**src/rtl/burst_latency_ctrl.sv**
```systemverilog
module burst_latency_ctrl #(
  parameter int ADDR_W = 19,
  parameter int DATA_W = 8,
  parameter logic [6:0] CFG_RESET = 7'b0000011
) (
  input  logic              clk,
  input  logic              rst_n,
  input  logic              wr_en,
  input  logic [ADDR_W-1:0] wr_addr,
  input  logic [DATA_W-1:0] wr_data,
  input  logic              avd_n,
  input  logic              oe_n,
  output logic [2:0]        burst_mode,
  output logic              data_valid,
  output logic              rdy
);

  localparam logic [11:0] ADDR_A = 12'h555;
  localparam logic [11:0] ADDR_B = 12'h2AA;
  localparam logic [2:0]  CNT_MAX = 3'd7;

  typedef enum logic [1:0] {S_IDLE, S_ONE, S_TWO} seq_t;

  seq_t       seq;
  logic [6:0] cfg;
  logic       avd_q, busy;
  logic [2:0] cnt, lat, lat_rdy;
  logic       hit1, hit2, hit3;

  assign hit1 = wr_addr[11:0] == ADDR_A && wr_data == DATA_W'(8'hAA);
  assign hit2 = wr_addr[11:0] == ADDR_B && wr_data == DATA_W'(8'h55);
  assign hit3 = wr_addr[11:0] == ADDR_A && wr_data == DATA_W'(8'hC0);

  always_ff @(posedge clk or negedge rst_n) begin
    if (!rst_n) begin
      seq <= S_IDLE;
      cfg <= CFG_RESET;
    end else if (wr_en) begin
      case (seq)
        S_IDLE:  seq <= hit1 ? S_ONE : S_IDLE;
        S_ONE:   seq <= hit2 ? S_TWO : S_IDLE;
        default: begin
          seq <= S_IDLE;
          if (hit3) cfg <= wr_addr[18:12];
        end
      endcase
    end
  end

  always_ff @(posedge clk or negedge rst_n) begin
    if (!rst_n) begin
      avd_q <= 1'b1;
      busy  <= 1'b0;
      cnt   <= '0;
    end else begin
      avd_q <= avd_n;
      if (!avd_n) begin
        busy <= 1'b0;
        cnt  <= '0;
      end else if (!avd_q) begin
        busy <= 1'b1;
        cnt  <= 3'd1;
      end else if (busy && cnt != CNT_MAX) begin
        cnt <= cnt + 3'd1;
      end
    end
  end

  assign lat        = cfg[2] ? CNT_MAX : 3'd4 + {1'b0, cfg[1:0]};
  assign lat_rdy    = cfg[6] ? lat - 3'd1 : lat;
  assign burst_mode = cfg[5:3];
  assign data_valid = busy && cnt >= lat;
  assign rdy        = busy && !oe_n && cnt >= lat_rdy;

  assert_cfg_load_R2: assert property (@(posedge clk) disable iff (!rst_n)
    (wr_en && seq == S_TWO && hit3) |=> cfg == $past(wr_addr[18:12]));

  assert_cfg_hold_R3: assert property (@(posedge clk) disable iff (!rst_n)
    !(wr_en && seq == S_TWO) |=> $stable(cfg));

  assert_first_edge_not_valid_R4: assert property (@(posedge clk) disable iff (!rst_n)
    (!avd_q && avd_n) |=> !data_valid);

  assert_valid_sticky_R4: assert property (@(posedge clk) disable iff (!rst_n)
    (data_valid && avd_n && $stable(cfg)) |=> data_valid || !$stable(cfg));

  assert_reserved_lat_R5: assert property (@(posedge clk) disable iff (!rst_n)
    (cfg[2] && busy && cnt < CNT_MAX) |-> !data_valid);

  assert_early_rdy_R6: assert property (@(posedge clk) disable iff (!rst_n)
    (cfg[6] && !oe_n && busy && cnt == lat - 3'd1) |-> rdy && !data_valid);

  assert_rdy_with_data_R6: assert property (@(posedge clk) disable iff (!rst_n)
    (!cfg[6] && rdy) |-> data_valid);

  assert_abort_R8: assert property (@(posedge clk) disable iff (!rst_n)
    !avd_n |=> !data_valid && !rdy);

endmodule

```
**config.mk**
```make
export PLATFORM = sky130hd
export DESIGN_NAME = burst_latency_ctrl
export DESIGN_NICKNAME = d
export VERILOG_FILES = /design/src/rtl/burst_latency_ctrl.sv
export SDC_FILE = /design/constraint.sdc
export NUM_CORES = 1
export LEC_CHECK = 0
export BUFFER_PORTS_ARGS = -buffer_cell sky130_fd_sc_hd__buf_2
export CORE_MARGIN = 2
export CORE_UTILIZATION = 47
export DETAILED_ROUTE_END_ITERATION = 8
export HOLD_SLACK_MARGIN = 0.1
export PLACE_DENSITY = 0.78
export SLEW_MARGIN = 20
export SYNTH_ARGS = -nofsm -noshare
export SYNTH_HDL_FRONTEND = slang
export SYNTH_SLANG_ARGS = --single-unit
```
**constraint.sdc**
```tcl
create_clock -name clk -period 1.9 [get_ports clk]
set_input_delay 0.095 -clock clk [delete_from_list [all_inputs] [get_ports clk]]
set_output_delay 0.095 -clock clk [all_outputs]
set_load 0.005 [all_outputs]
```
==> results of run 1 <==
## cell usage in the layout (no fill, tap or decap), types with 2 or more instances in the layout
master                          instances
sky130_fd_sc_hd__inv_1                  4
sky130_fd_sc_hd__dfstp_2                3
sky130_fd_sc_hd__dlygate4sd3_1         10
sky130_fd_sc_hd__mux2_4                 7
sky130_fd_sc_hd__ha_1                   6
sky130_fd_sc_hd__mux2i_1                3
sky130_fd_sc_hd__nor2_1                 4
sky130_fd_sc_hd__xnor2_1                2
sky130_fd_sc_hd__nor3_1                 2
sky130_fd_sc_hd__nand2_1                4
sky130_fd_sc_hd__clkbuf_4               3
sky130_fd_sc_hd__nand2b_1               2
sky130_fd_sc_hd__nand4b_1               3
sky130_fd_sc_hd__nor4_4                 2
sky130_fd_sc_hd__buf_2                 36
sky130_fd_sc_hd__buf_4                  2
sky130_fd_sc_hd__a21boi_0               2
sky130_fd_sc_hd__dfrtp_1               11
## per-layer routing
metal  part of all wire [%]  routed length, um  vias up
met2                     58               1060       22
met3                    3.6                 65        2
met4                   0.71                 13        0
li1                       -                  -      382
met1                     38                685      371
met5                      0                  0        -
## cells by family after synthesis
family                   after synthesis  share of synthesized area [%]
adder cells (fa/ha/maj)                6                           8.01
XOR/XNOR                               3                           2.80
multiplexers                          10                           14.4
flip-flops                            14                           37.8
AND/OR/NAND/NOR                       30                           27.8
buffers and inverters                  7                           4.00
AO/OA/AOI/OAI                          7                           5.21
## final cells by class
cell class / count / area (um^2)
multi-input combinational: 56 / 564
clock buffer: 4 / 36.3
inverter: 4 / 15.0
fill: 165 / 623
sequential: 14 / 354
timing repair buffer: 48 / 295
tap: 27 / 33.8
## synth_stat cells, drive strengths merged
library cell	number
a21boi	2
a21o	1
a21oi	2
a32o	1
and3	1
and4bb	1
buf	3
dfrtp	11
dfstp	3
ha	6
inv	4
mux2	7
mux2i	3
nand2	4
nand2b	3
nand4	2
nand4b	4
nor2	4
nor3	3
nor3b	1
nor4	2
nor4b	2
nor4bb	1
o22ai	1
or2	1
or4b	1
xnor2	2
xor2	1
## per-stage QoR
stage	hold slack [ns]	cell area (um^2)	power, mW	worst slack (ns)	utilization (%)
2_1_floorplan	-0.201	937	0.342	0.229	-
3_3_place_gp	-0.00530	1140	0.392	0.129	59.1
3_5_place_dp	0.00267	1140	0.396	0.0864	59.1
4_1_cts	0.124	1290	0.623	-0.115	67.1
5_1_grt	0.142	1300	0.650	-0.192	67.6
6_report	0.130	1300	0.613	-0.102	67.6
## registers in the layout (all words and copies together) (netlist names)
name,count
avd_q,1
busy,1
cfg,7
cnt,3
seq,2
## worst paths after layout
kind                            endpoint       start
max in group asynchronous          avd_q       rst_n
worst min register to register    seq[0]      seq[0]
min in group asynchronous         cfg[6]       rst_n
worst max register to register    cnt[0]      cnt[1]
worst max-delay path                 rdy      cfg[0]
worst min-delay path              seq[0]  wr_data[4]
## power breakdown
group | switching (mW) | internal [mW] | leakage (nW) | total, mW
clock | 0.0890 | 0.116 | 0.0210 | 0.205
sequential | 0.00398 | 0.304 | 0.182 | 0.308
combinational | 0.0436 | 0.0560 | 0.472 | 0.0996
## critical path: cells and delay by family (launching register included)
kind / cells / cell delay [ns]
buf+inv: 1 / 0.12
flops: 1 / 0.38
fa+ha+maj: 1 / 0.29
simple gates: 3 / 0.43
compound gates: 2 / 0.29
xor+xnor: 1 / 0.14
## repair_timing
| item | in CTS | in global routing |
|---|---|---|
| gates cloned | 0 | 0 |
| pin swaps | 5 | 0 |
| hold endpoints to repair | 27 | 0 |
| buffers inserted | 1 | 0 |
| endpoints found under the setup margin | 1 | 1 |
| resized for setup | 2 | 2 |
| hold buffers | 10 | 0 |
==> run metrics, run 1 <==
status=finished with violations; violations in the final reports=setup timing; worst setup margin=-0.102 ns; RSZ-0062 raised after global routing=true; core area=slightly below 2000 um^2; clock-pin slew of the registers on the worst-case setup and hold paths=0.08 ns; Site Rows=16; die outline area=between 2000 and 2500 um^2; global-route congestion overflow total=0; routability congestion estimate from global placement=approximately 0.72; crit share post-route=105%; busiest layer in global routing=met2; max-cap violation count=0; proportion of netlist area held by the largest area contributor=between 20% and 30%; clock buffer count from CTS=3; GRT Resource Usage Total=17.2%; final critical delay including setup and external delays=~2 ns; WHS Path Cells=4; Leakage=between 0.6 and 0.7 nW; number of instances in the synthesized netlist=77; initial DRC count=3; class of the tightest hold or removal check=input port to flip-flop; maximum vdd drop=~0.32 mV; Die Span X=approximately 50 um; crit end category=output pin; Max Fclk=around 0.50 GHz; clock insertion delay at the later pin of the skew report=between 0.2 and 0.3 ns; number of placed I/O pins=37; fraction of final layout cells sized beyond drive strength 1=around 50%; cell breakdown of the critical path=or2_4 -> xor2_1 -> ha_1 -> nand2b_4 -> a21o_1 -> a21oi_2 -> nor3_2 -> buf_2; first-pass GRT wire length=~3100 um; fraction of met2 tracks used by global routing=32.4%; antenna viol nets, final=0; clock tree sinks=14; Max stage delay cell, worst path=sky130_fd_sc_hd__dfstp_2; category of the most critical setup path=flip-flop to output pin; required time of the critical path=roughly 1.8 ns; register area share after synthesis=37.8%; arrival time at the worst endpoint=approximately 1.9 ns; count of synthesis-stage warnings from yosys=0; final routed wirelength across all metal layers=approximately 1800 um; wire per inst=between 10 and 15 um; routed via count divided by cell count=5.08; Inserted Diodes=0; maximum number of pins on one net before global-route repair=15; H-tree Lvls=1; dominant cells by area after synthesis=sky130_fd_sc_hd__dfrtp_1 (29%), sky130_fd_sc_hd__mux2_4 (11%), sky130_fd_sc_hd__dfstp_2 (8.4%), sky130_fd_sc_hd__ha_1 (8.0%), sky130_fd_sc_hd__nor4_4 (4.5%); synthesized flop and latch total=14; worst slew margin relative to its limit=about four fifths; met1 Track Usage GR=19.2%; number of instances in the placed design=about 140; initial standard-cell utilization of the core=just under 50%; Worst Skew=0.00216 ns; final count of pins violating max slew=0; endpoints failing hold=0; areal power density over the cells=around 470 nW/um^2; routed via count=777; Layout Area Growth over Synthesis=38.6%; Synth Cell Area=937 um^2; iteration count of the initial detailed-routing pass=3; vias in the first global route=751; buffer type at the clock tree root=sky130_fd_sc_hd__clkbuf_4; number of distinct standard cells referenced by the synthesized netlist=31; global-route met3 utilization=under 10%; reg2reg setup slack=about 0.49 ns; final-layout setup total negative slack=-0.102 ns; DRC viols=0; Avg Inst Size Synth=between 10 and 15 um^2; cell count of the worst reg-to-reg path=5; antenna violations before repair=0; die height=between 40 and 50 um; startpoint type of the worst setup path=flip-flop; maximum fanout encountered on the critical timing path=3; Synth area leader=sky130_fd_sc_hd__dfrtp_1; post-route non-filler standard cell count=about 150; Post-DP HPWL=about 1400 um; Slew @ Worst Pin=roughly 0.31 ns; stage delay of the slowest cell on the critical path=about 0.38 ns; nets=about 170; Syn Nets=115; number of setup violations in the final report=1; I/O Buffers=36; TritonCTS clock tree=built; Bufs on Longest Clock Path=2
(Power assumes the default switching activity.)
==> run 2, diff against run 1 <==
CTS_BUF_LIST = sky130_fd_sc_hd__clkbuf_16   (was unset)
==> run 2 against run 1 <==
  * The flow still finishes with violations (setup timing)
  * Setup slack improved by 0.041 ns
  * Critical path depth unchanged
  * Final area increased by 1.7%
  * Cell count decreased by 1.3%
  * Combinational power decreased by 2.2%
  * Sequential cell count unchanged
  * Highest routed layer unchanged
==> run metrics, run 2 (synthesis gave the netlist of run 1 again) <==
class of the tightest hold or removal check=input port to flip-flop; DRC viols=0 (unchanged); largest registers in the final layout=cfg: 7 flops, cnt: 3 flops, seq: 2 flops; GRT Resource Usage Total=18.3% (+1.1 points); final design utilization=68.8% (+1.2 points); crit end category=output pin; post-route worst hold slack=0.101 ns (-0.0292 ns); number of instances in the placed design=138 (unchanged); core area=1920 um^2 (unchanged); number of placed I/O pins=37 (unchanged); routability congestion estimate from global placement=0.717 (unchanged); maximum number of pins on one net before global-route repair=15 (unchanged); routed via count divided by cell count=5.09 (+0.28%); Max Fclk=0.510 GHz (+2.1%); final count of pins violating max slew=0 (unchanged); antenna viol nets, final=0 (unchanged); amount of wire on met2 after detailed routing=1140 um (+7.9%); Bufs on Longest Clock Path=2 (unchanged); final-layout setup total negative slack=-0.0610 ns (+0.0414 ns); global-route congestion overflow total=0 (unchanged); category of the most critical setup path=flip-flop to output pin; Inserted Diodes=0 (unchanged); I/O Buffers=36 (unchanged); Hold Crit Endpoint=cfg[0]; Layout Area Growth over Synthesis=41.0%; WHS Path Cells=2 (-2); H-tree Lvls=1 (unchanged); final routed wirelength across all metal layers=1930 um (+6.0%); startpoint type of the worst setup path=flip-flop; worst setup margin=-0.0610 ns (+0.0414 ns); vias in the first global route=756 (+0.67%); wire per inst=12.8 um (+7.4%); worst slew margin relative to its limit=79.2% (about the same); TritonCTS clock tree=built; routed via count=769 (-1.0%); Top Layer Used=met4; die height=48.7 um (unchanged); initial standard-cell utilization of the core=48.8% (unchanged); cell count of the worst reg-to-reg path=5 (unchanged); top register by number of flip-flops=cfg; commonest non-fill, non-tap cells in the layout=sky130_fd_sc_hd__buf_2 (36), sky130_fd_sc_hd__dfrtp_1 (11), sky130_fd_sc_hd__dlygate4sd3_1 (8), sky130_fd_sc_hd__mux2_4 (7), sky130_fd_sc_hd__ha_1 (6); max FFs per register=7 (unchanged); endpoint of the most critical register-to-register path=cnt[0]; routed wl met3=63 um (-3.1%); buffer type at the clock tree root=sky130_fd_sc_hd__clkbuf_16; clock-pin slew of the registers on the worst-case setup and hold paths=0.05 ns (-0.03 ns); arrival time at the worst endpoint=1.87 ns (-0.04 ns); endpoints failing hold=0 (unchanged); DRT met1 WL=688 um (+0.44%); nets=163 (-1.2%); violations in the final reports=setup timing; Die Span X=48.7 um (unchanged); cell area reported after detailed placement=1140 um^2 (unchanged); required time of the critical path=1.80 ns (about the same); Worst Skew=0.00408 ns (+0.00192 ns); fraction of final layout cells sized beyond drive strength 1=50.0% (unchanged); Site Rows=16 (unchanged); clock tree sinks=14 (unchanged); crit share post-route=103% (-2.2 points); post-route non-filler standard cell count=151 (-1.3%); Slew @ Worst Pin=0.309 ns (-0.000567 ns); status=finished with violations; RSZ-0062 raised after global routing=true; initial DRC count=0 (-3); clock buffer count from CTS=3 (unchanged); antenna violations before repair=0 (unchanged); maximum fanout encountered on the critical timing path=3 (unchanged); Post-DP HPWL=1410 um (unchanged); launch point of the worst reg-to-reg path=cnt[1]; most common library cell in the layout ignoring fill and taps=sky130_fd_sc_hd__buf_2; Leakage=0.684 nW (+1.4%); fin area=1320 um^2 (+1.7%); number of setup violations in the final report=1 (unchanged); hold path startpoint=wr_addr[12]; reg2reg setup slack=0.49 ns (about the same); maximum vdd drop=0.393 mV (+24%); clock insertion delay at the later pin of the skew report=0.24 ns (-0.03 ns); max-cap violation count=0 (unchanged); die outline area=2370 um^2 (unchanged); first-pass GRT wire length=3260 um (+4.2%); iteration count of the initial detailed-routing pass=1 (-2); final critical delay including setup and external delays=1.96 ns (-0.0414 ns); areal power density over the cells=608 nW/um^2 (+29%)
run 2: cell count changes in the layout (fill, tap and decap cells not counted):
cell,before,now
sky130_fd_sc_hd__clkinv_1,0,1
sky130_fd_sc_hd__clkbuf_4,3,0
sky130_fd_sc_hd__dlygate4sd3_1,10,8
sky130_fd_sc_hd__clkbuf_16,0,3
sky130_fd_sc_hd__clkbuf_8,1,0
run 2: worst max path at each step:
stage	startpoint	end	slack, ns	cells past startpoint
global route	cfg[0]	rdy	-0.14	8
CTS	cfg[0]	rdy	-0.06	8
detailed placement	cfg[2]	rdy	0.09	8
floorplan	cfg[2]	rdy	0.23	7
global placement	cfg[2]	rdy	0.13	8
finish	cfg[0]	rdy	-0.06	8
run 2: final cells by class:
type | count | area (um^2)
Fill cell | 162 | 601
Multi-Input combinational cell | 56 | 564
Sequential cell | 14 | 354
Timing Repair Buffer | 46 | 275
Clock buffer | 3 | 75.1
Tap cell | 27 | 33.8
Inverter | 4 | 15.0
Clock inverter | 1 | 3.75
run 2: through the flow:
step,worst slack [ns],power [mW]
after CTS,-0.0624,0.808
after detailed placement,0.0864,0.396
after floorplan,0.229,0.342
after global routing,-0.136,0.838
final,-0.0610,0.804
after global placement,0.129,0.392
run 2: critical path: stages, from the launching register on:
cell                       delay (ns)
sky130_fd_sc_hd__dfstp_2         0.36
sky130_fd_sc_hd__or2_4           0.25
sky130_fd_sc_hd__xor2_1          0.14
sky130_fd_sc_hd__ha_1            0.29
sky130_fd_sc_hd__nand2b_4        0.13
sky130_fd_sc_hd__a21o_1          0.16
sky130_fd_sc_hd__a21oi_2         0.12
sky130_fd_sc_hd__nor3_2          0.05
sky130_fd_sc_hd__buf_2           0.12
run 2: repair_timing:
action	4_1_cts	5_1_grt
pin swaps	5	0
setup endpoints to repair	1	1
setup buffers	1	0
hold buffers	8	0
gates resized for setup	2	2
hold endpoints to repair	21	0
run 2: metal layers:
| metal | global-route usage, % | vias to the layer above |
|---|---|---|
| li1 | - | 376 |
| met1 | 19.8 | 365 |
| met2 | 34.9 | 24 |
| met3 | 1.23 | 4 |
| met4 | 10.0 | 0 |
| met5 | 0 | - |
run 2: where the power goes:
| group | internal [mW] | leakage (nW) | switching (mW) | total (mW) |
|---|---|---|---|---|
| combinational | 0.0534 | 0.464 | 0.0440 | 0.0974 |
| sequential | 0.305 | 0.182 | 0.00407 | 0.309 |
| clock | 0.278 | 0.0385 | 0.119 | 0.397 |
| total | 0.637 | 0.684 | 0.167 | 0.804 |
